## config.mk

```make
export PLATFORM = sky130hd
export DESIGN_NAME = swc_seq
export DESIGN_NICKNAME = d
export VERILOG_FILES = /design/src/rtl/swc_pkg.sv /design/src/rtl/swc_seq.sv
export SDC_FILE = /design/constraint.sdc
export NUM_CORES = 1
export LEC_CHECK = 0
export ABC_CLOCK_PERIOD_IN_PS = 6100
export BUFFER_PORTS_ARGS = -buffer_cell sky130_fd_sc_hd__buf_4
export CAP_MARGIN = 10
export CORE_MARGIN = 4
export CORE_UTILIZATION = 50
export CTS_CLUSTER_SIZE = 10
export DETAILED_ROUTE_END_ITERATION = 6
export HOLD_SLACK_MARGIN = 0.02
export MAX_ROUTING_LAYER = met4
export PLACE_DENSITY = 0.76
export SLEW_MARGIN = 20
export SYNTH_ARGS = -nofsm -noshare
export SYNTH_HDL_FRONTEND = slang
export SYNTH_SLANG_ARGS = --single-unit
```

## constraint.sdc

```tcl
create_clock -name clk -period 6.1 [get_ports clk]
set_input_delay 1.525 -clock clk [delete_from_list [all_inputs] [get_ports clk]]
set_output_delay 1.525 -clock clk [all_outputs]
set_load 0.01 [all_outputs]
```

## src/rtl/swc_pkg.sv

```systemverilog
package swc_pkg;
  localparam int WORD_W    = 16;
  localparam logic [WORD_W-1:0] CKS_SEED = 16'h0151;
  localparam int HDR_WORDS = 2;
  localparam int LBL_WORDS = 8;
  localparam int DAT_WORDS = 256;
  localparam int SEC_WORDS = HDR_WORDS + LBL_WORDS + DAT_WORDS;
  localparam int OFF_W     = $clog2(SEC_WORDS);

  typedef logic [OFF_W-1:0] off_t;

  typedef enum logic [1:0] {
    REC_HDR = 2'd0,
    REC_LBL = 2'd1,
    REC_DAT = 2'd2
  } rec_t;

  // Host code to record kind; the spare code falls onto the data record.
  function automatic rec_t decode_rec(input logic [1:0] code);
    case (code)
      2'd0:    return REC_HDR;
      2'd1:    return REC_LBL;
      default: return REC_DAT;
    endcase
  endfunction

  function automatic rec_t next_rec(input rec_t cur);
    case (cur)
      REC_HDR: return REC_LBL;
      default: return REC_DAT;
    endcase
  endfunction

  function automatic off_t rec_len(input rec_t cur);
    case (cur)
      REC_HDR: return off_t'(HDR_WORDS);
      REC_LBL: return off_t'(LBL_WORDS);
      default: return off_t'(DAT_WORDS);
    endcase
  endfunction

  // First word offset of each record within the sector layout.
  function automatic off_t rec_base(input rec_t cur);
    case (cur)
      REC_HDR: return off_t'(0);
      REC_LBL: return off_t'(HDR_WORDS);
      default: return off_t'(HDR_WORDS + LBL_WORDS);
    endcase
  endfunction

  function automatic logic [WORD_W-1:0] cks_step(input logic [WORD_W-1:0] acc,
                                                 input logic [WORD_W-1:0] w);
    return acc ^ w;
  endfunction
endpackage

```

## src/rtl/swc_seq.sv

```systemverilog
module swc_seq
  import swc_pkg::*;
#(
  parameter int ZERO_RUN = 4,
  localparam int ZC_W = $clog2(ZERO_RUN + 1)
) (
  input  logic              clk,
  input  logic              rst_n,
  input  logic              wr_gate,
  input  logic              word_valid,
  input  logic [WORD_W-1:0] word_data,
  input  logic [1:0]        rec_type,
  output logic              acc_word,
  output logic              cks_word,
  output logic              zero_last,
  output logic              start_rec,
  output off_t              offset
);
  typedef enum logic [2:0] {S_IDLE, S_REC, S_CHK, S_TRAIL, S_DONE} st_t;

  st_t             state;
  rec_t            cur;
  off_t            wcnt;
  logic [ZC_W-1:0] zcnt;
  logic            take;
  logic            zero_word;
  logic            last_word;

  always_comb begin
    take      = wr_gate && word_valid;
    acc_word  = take && (state == S_REC);
    cks_word  = take && (state == S_CHK);
    zero_word = take && (state == S_TRAIL) && (word_data == '0);
    zero_last = zero_word && (zcnt == ZC_W'(ZERO_RUN - 1));
    start_rec = (wr_gate && state == S_IDLE) || zero_last;
    last_word = acc_word && (wcnt == rec_len(cur) - off_t'(1));
    offset    = rec_base(cur) + wcnt;
  end

  always_ff @(posedge clk or negedge rst_n) begin
    if (!rst_n) begin
      state <= S_IDLE;
      cur   <= REC_HDR;
      wcnt  <= '0;
      zcnt  <= '0;
    end else if (!wr_gate) begin
      state <= S_IDLE;
      wcnt  <= '0;
      zcnt  <= '0;
    end else begin
      case (state)
        S_IDLE: begin
          state <= S_REC;
          cur   <= decode_rec(rec_type);
          wcnt  <= '0;
        end
        S_REC: if (acc_word) begin
          if (last_word) begin
            state <= S_CHK;
            wcnt  <= '0;
          end else begin
            wcnt  <= wcnt + off_t'(1);
          end
        end
        S_CHK: if (cks_word) begin
          zcnt  <= '0;
          state <= (cur == REC_DAT) ? S_DONE : S_TRAIL;
        end
        S_TRAIL: if (zero_word) begin
          if (zero_last) begin
            state <= S_REC;
            cur   <= next_rec(cur);
            wcnt  <= '0;
            zcnt  <= '0;
          end else begin
            zcnt  <= zcnt + ZC_W'(1);
          end
        end
        default: state <= S_DONE;
      endcase
    end
  end
endmodule

```

==> impl_metrics.csv, run 1 <==
group,metric,value,unit
run_status,status,"finished clean",
clocking,cts_tree,"yes",
synthesis,synth_nets,185,
flow_run,cap_violations,0,
placed_design,dp_hpwl,2866,um
route,vias_per_cell,6.243,
clocking,clk_pin_slew_worst_paths,0.11,ns
final_layout,syn_to_final_growth,22.63,%
pwr,p_total,0.0002491,W
route,post_drt_wl_per_cell,16.59,um
clocking,holdBufCountCts,0,
global_route,track_usage,0.2306,
placed_design,io_buffers,34,
synthesis,yosys-top-cells-area,"dfrtp_1, ha_1, nand3_1",
sta,period_share,0.7173,
global_route,antenna_found_initial,0,
die,design.core.area,2545,sq um
synthesis,yosysUniqueCellTypes,46,
synthesis,syn_area,1360,sq um
synthesis,synth_top_flop_cell,"dfrtp_1",
die,fp-row-count,18,
global_route,grt_max_degree,18,
sta,layout_setup_ws,1.725,ns
synthesis,syn_area_per_cell,8.718,sq um
clocking,cts.sinks,17,
route,drc_errors,0,
synthesis,synth-async-reset-ratio,1.000,
die,dieWidth,60.16,um
synthesis,synth_top_cell_area_share,0.3128,
clocking,ctsHtreeMaxLevel,1,
sta,finalSetupTns,0,ns
route,wl_met3,234,um
sta,worst_pin_slew,0.7429,ns
route,top_layer_used,"met4",
sta,relSlewSlack,0.5026,
route,routed_wl,3682,um
global_route,grt_overflow_total,0,
final_layout,diodes,0,
final_layout,final_common_cell,"buf_4",
placed_design,post-place-ws,1.743,ns
route,wl_met2,1788,um
final_layout,nets,222,
setup_path,critPathMaxFanout,5,
clocking,cts_root_buf,"clkbuf_4",
setup_path,arrival,2.85,ns
global_route,grt_pass1_wl,6072,um
clocking,post_cts_buffers,0,
final_layout,mostFrequentLayoutCells,"buf_4, dfrtp_1, nand3_1",
setup_path,path_class,"input pin to primary output",
sta,fmax,228.6,MHz
die,boundaryPins,35,
synthesis,postSynthCellCount,156,
die,dieArea,3619,sq um
setup_path,critPathLaunchType,"input pin",
setup_path,required,4.58,ns
synthesis,yosysWarnings,0,
synthesis,synth_seq_cells,17,
route,ant_nets,0,
route,wl_met1,1588,um
pwr,power.leakage,0.7107,nW
final_layout,fillers,229,
synthesis,synth_edf_count,0,
route,drtIter0Drc,57,
clocking,clk_path_buf_depth,2,
pwr,p_per_area,149.4,nW/um^2
sta,finalSetupViolCount,0,
sta,hold_viol,0,
placed_design,routabilityCongestion,0.8672,
clocking,insertion_delay,0.30,ns
global_route,grt_pass1_vias,1372,
route,drtPass1Iterations,4,
sta,slew_violations,0,
sta,finalCriticalPeriod,4.375,ns
die,initial_utilization,0.5344,
route,num_vias,1386,
pwr,irDropWorstVdd,152.9,uV
die,dieHeight,60.16,um
synthesis,synth_area_leader_cell,"dfrtp_1",
clocking,cts_buffers,3,
sta,clock_skew,0.009641,ns
final_layout,drive_gt1_frac,0.2656,
worst_hold_path,min_path_type,"register to register",
sta,rsz0062_at_grt,"false",
setup_path,endpoint_kind,"primary output",
clocking,cts_resized,0,
synthesis,yosysSeqAreaShare,0.3128,
[path summary, 6_finish.rpt]
check / start / end / slack, ns / cells past startpoint
max reg2reg: cur[1]$_DFFE_PN0P_ / wcnt[7]$_DFFE_PN0P_ / 3.70 / 8
min: zcnt[0]$_DFFE_PN0P_ / zcnt[0]$_DFFE_PN0P_ / 0.50 / 1
max: word_data[4] / start_rec / 1.72 / 6
max in group asynchronous: rst_n / cur[0]$_DFFE_PN0P_ / 4.82 / 1
min in group asynchronous: rst_n / wcnt[5]$_DFFE_PN0P_ / 1.07 / 1
min reg2reg: zcnt[0]$_DFFE_PN0P_ / zcnt[0]$_DFFE_PN0P_ / 0.50 / 1
[report_power, final]
group,internal (W),switching [W]
clock,0.0000254,0.0000382
combinational,0.0000314,0.0000340
sequential,0.000116,0.00000445
total,0.000172,0.0000767
[synth_stat cells (3+ instances only)]
cell type / instances
a21oi_1: 3
dfrtp_1: 17
ha_1: 7
inv_1: 11
nand2_1: 14
nand2b_1: 5
nand3_1: 15
nand4_1: 4
nor2_1: 12
nor4_1: 4
o211ai_1: 8
o21ai_0: 4
xnor2_1: 6
[final cells by class]
type | count | area, sq um | area share
timing repair buffer | 34 | 255.2 | 0.1530
tap | 30 | 37.54 | 0.02251
clock buffer | 4 | 26.28 | 0.01575
inverter | 11 | 41.29 | 0.02476
multi-input combinational | 126 | 882.1 | 0.5289
sequential | 17 | 425.4 | 0.2551
[state kept, by name, indices dropped and copies added, names as in the netlist]
register	cells
state	3
cur	2
zcnt	3
wcnt	9
[worst max-delay path: stages]
cell and delay, ns:
buf_4 0.11, nor4b_2 0.26, nand3_1 0.18, or3_4 0.47, o21ai_4 0.16, buf_4 0.14
[per-stage QoR]
step             util  instances  cell area, sq um  hold WS, ns
2_1_floorplan       -        156              1360       0.4513
3_3_place_gp   0.6450        218              1642       0.4664
3_5_place_dp   0.6450        218              1642       0.4865
4_1_cts        0.6554        222              1668       0.5023
5_1_grt        0.6554        222              1668       0.5390
6_report       0.6554        222              1668       0.4968
[metal layers]
metal,global-route usage,vias up
li1,-,656
met4,0.09177,0
met3,0.02808,10
met2,0.3781,50
met5,-,-
met1,0.2859,670
[logic make-up after synthesis]
group           share of synthesized area
xor+xnor                          0.05152
simple gates                       0.3128
compound gates                     0.1969
mux                               0.02300
fa+ha+maj                         0.06439
buf+inv                           0.03864
flops                              0.3128
Note: power is estimated with default switching activity, not from simulation.
==> run 2: changes to the inputs <==
--- a/config.mk
+++ b/config.mk
@@ -5,7 +5,7 @@
 export SDC_FILE = /design/constraint.sdc
 export NUM_CORES = 1
 export LEC_CHECK = 0
-export ABC_CLOCK_PERIOD_IN_PS = 6100
+export ABC_CLOCK_PERIOD_IN_PS = 4400
 export BUFFER_PORTS_ARGS = -buffer_cell sky130_fd_sc_hd__buf_4
 export CAP_MARGIN = 10
 export CORE_MARGIN = 4
==> constraint.sdc (replaced) <==
create_clock -name clk -period 4.4 [get_ports clk]
set_input_delay 1.1 -clock clk [delete_from_list [all_inputs] [get_ports clk]]
set_output_delay 1.1 -clock clk [all_outputs]
set_load 0.01 [all_outputs]
==> run 2 against run 1 <==
  * Routed wire length shrank 2.2%
  * Register-to-register slack lost 1.7 ns
  * Non-clock buffer count up 1
  * Sequential power up 39%
  * Sequential cell count did not move
  * Clock skew is 0.0043 ns lower
  * First-iteration DRC count decreased by 30%
  * Largest cell class unchanged
==> impl_metrics.csv, run 2 (synthesis results as in run 1) <==
group,metric,value,unit
final_layout,nets,223,
global_route,grt_pass1_vias,1363,
placed_design,routabilityCongestion,0.8832,
sta,clock_skew,0.005311,ns
flow_run,cap_violations,0,
final_layout,syn_to_final_growth,23.18,%
die,dieArea,3619,sq um
final_layout,top_register,"wcnt",
setup_path,required,3.30,ns
setup_path,cpPeakStageDelay,0.47,ns
die,initial_utilization,0.5344,
die,fp-row-count,18,
sta,worst_pin_slew,0.7177,ns
placed_design,io_buffers,34,
pwr,irDropWorstVdd,204.4,uV
clocking,cts_buffers,3,
sta,finalCriticalPeriod,3.521,ns
route,post_drt_wl_per_cell,16.14,um
setup_path,path_class,"input pin to primary output",
clocking,cts.sinks,17,
pwr,power.leakage,0.7160,nW
die,boundaryPins,35,
global_route,grt_max_degree,18,
clocking,cts_resized,0,
final_layout,diodes,0,
global_route,grt_pass1_wl,6134,um
sta,fmax,284.0,MHz
sta,relSlewSlack,0.5194,
run_status,status,"finished clean",
pwr,p_per_area,207.4,nW/um^2
setup_path,critPathBufInv,2,
route,wl_met2,1690,um
worst_hold_path,hold_path.startpoint,"zcnt[0]$_DFFE_PN0P_",
global_route,track_usage,0.2324,
final_layout,final_common_cell,"buf_4",
clocking,ctsHtreeMaxLevel,1,
final_layout,drive_gt1_frac,0.2694,
final_layout,final_util,0.6583,
setup_path,rr_worst_depth,8,
clocking,holdBufCountCts,0,
route,num_vias,1369,
route,vias_per_cell,6.139,
setup_path,critPathLaunchType,"input pin",
setup_path,r2r_end,"wcnt[7]$_DFFE_PN0P_",
route,drc_errors,0,
clocking,cts_tree,"yes",
placed_design,dp_hpwl,2886,um
route,drtPass1Iterations,4,
clocking,post_cts_buffers,0,
setup_path,reg2reg_slack,2.03,ns
worst_hold_path,min_path_type,"register to register",
route,wl_met1,1554,um
global_route,grt_overflow_total,0,
route,drtIter0Drc,40,
setup_path,critPathMaxFanout,5,
setup_path,arrival,2.42,ns
final_layout,reg_top3,"wcnt x9, state x3, zcnt x3",
setup_path,cp_cell_sequence,"buf_4, nor4_1, nand3_1, or3_4, o21ai_4, buf_4",
sta,finalSetupTns,0,ns
clocking,insertion_delay,0.30,ns
route,routed_wl,3600,um
placed_design,post-place-ws,0.8721,ns
die,dieWidth,60.16,um
sta,finalSetupViolCount,0,
global_route,antenna_found_initial,0,
worst_hold_path,hold_path_depth,1,
sta,slew_violations,0,
final_layout,largest_reg_flops,9,
route,ant_nets,0,
sta,hold_viol,0,
route,top_layer_used,"met4",
die,dieHeight,60.16,um
clocking,cts_root_buf,"clkbuf_4",
clocking,clk_path_buf_depth,2,
die,design.core.area,2545,sq um
final_layout,mostFrequentLayoutCells,"buf_4, dfrtp_1, nand3_1",
setup_path,r2r_start,"cur[1]$_DFFE_PN0P_",
sta,layout_setup_ws,0.8786,ns
pwr,p_total,0.0003475,W
sta,rsz0062_at_grt,"false",
sta,period_share,0.8003,
setup_path,critPathMostFrequentCell,"buf_4",
setup_path,endpoint_kind,"primary output",
route,wl_met3,256,um
setup_path,critical_path.slowest_cell,"or3_4",
worst_hold_path,whs_endpoint,"zcnt[0]$_DFFE_PN0P_",
clocking,clk_pin_slew_worst_paths,0.11,ns
setup_path,crit_family,"simple AND/OR/NAND/NOR gates",
run 2: worst reg2reg max path, cell delays in order, from the launching register on:
cell and delay [ns]:
dfrtp_1 0.44, nor2_1 0.15, inv_1 0.10, ha_1 0.31, xnor2_1 0.24, a2111oi_4 0.09
o211ai_1 0.61, o31ai_1 0.20, a2bb2oi_1 0.18
run 2: worst max path at each step:
stage	startpoint	endpoint	slack, ns	cells after the start
finish	word_data[8]	start_rec	0.88	6
global route	word_data[8]	start_rec	0.81	6
CTS	word_data[8]	start_rec	0.87	6
detailed placement	word_data[8]	start_rec	0.87	6
global placement	word_data[8]	start_rec	0.91	6
floorplan	word_data[8]	start_rec	1.18	4
run 2: cell type report:
class	instances	area, sq um
clock buffers	4	26.28
fillers	226	869.6
inverters	11	41.29
multi-input cells	126	882.1
flip-flops and latches	17	425.4
well taps	30	37.54
repair buffers	35	262.8
run 2: report_power, final:
part | internal [W] | leakage (nW) | switching [W]
Clock | 0.0000354 | 0.0150 | 0.0000555
Combinational | 0.0000438 | 0.471 | 0.0000462
Sequential | 0.000160 | 0.230 | 0.00000628
run 2: per-layer routing:
metal  up-vias  GRT usage
met1       655     0.2967
met4         0     0.1108
met2        51     0.3565
li1        653          -
met3        10    0.03672
met5         -          -
run 2: stage by stage:
stage	hold slack [ns]	instances	instance area, sq um
4_1_cts	0.4964	223	1675
5_1_grt	0.5163	223	1675
3_3_place_gp	0.4665	219	1649
6_report	0.4959	223	1675
3_5_place_dp	0.4803	219	1649
2_1_floorplan	0.4513	156	1360
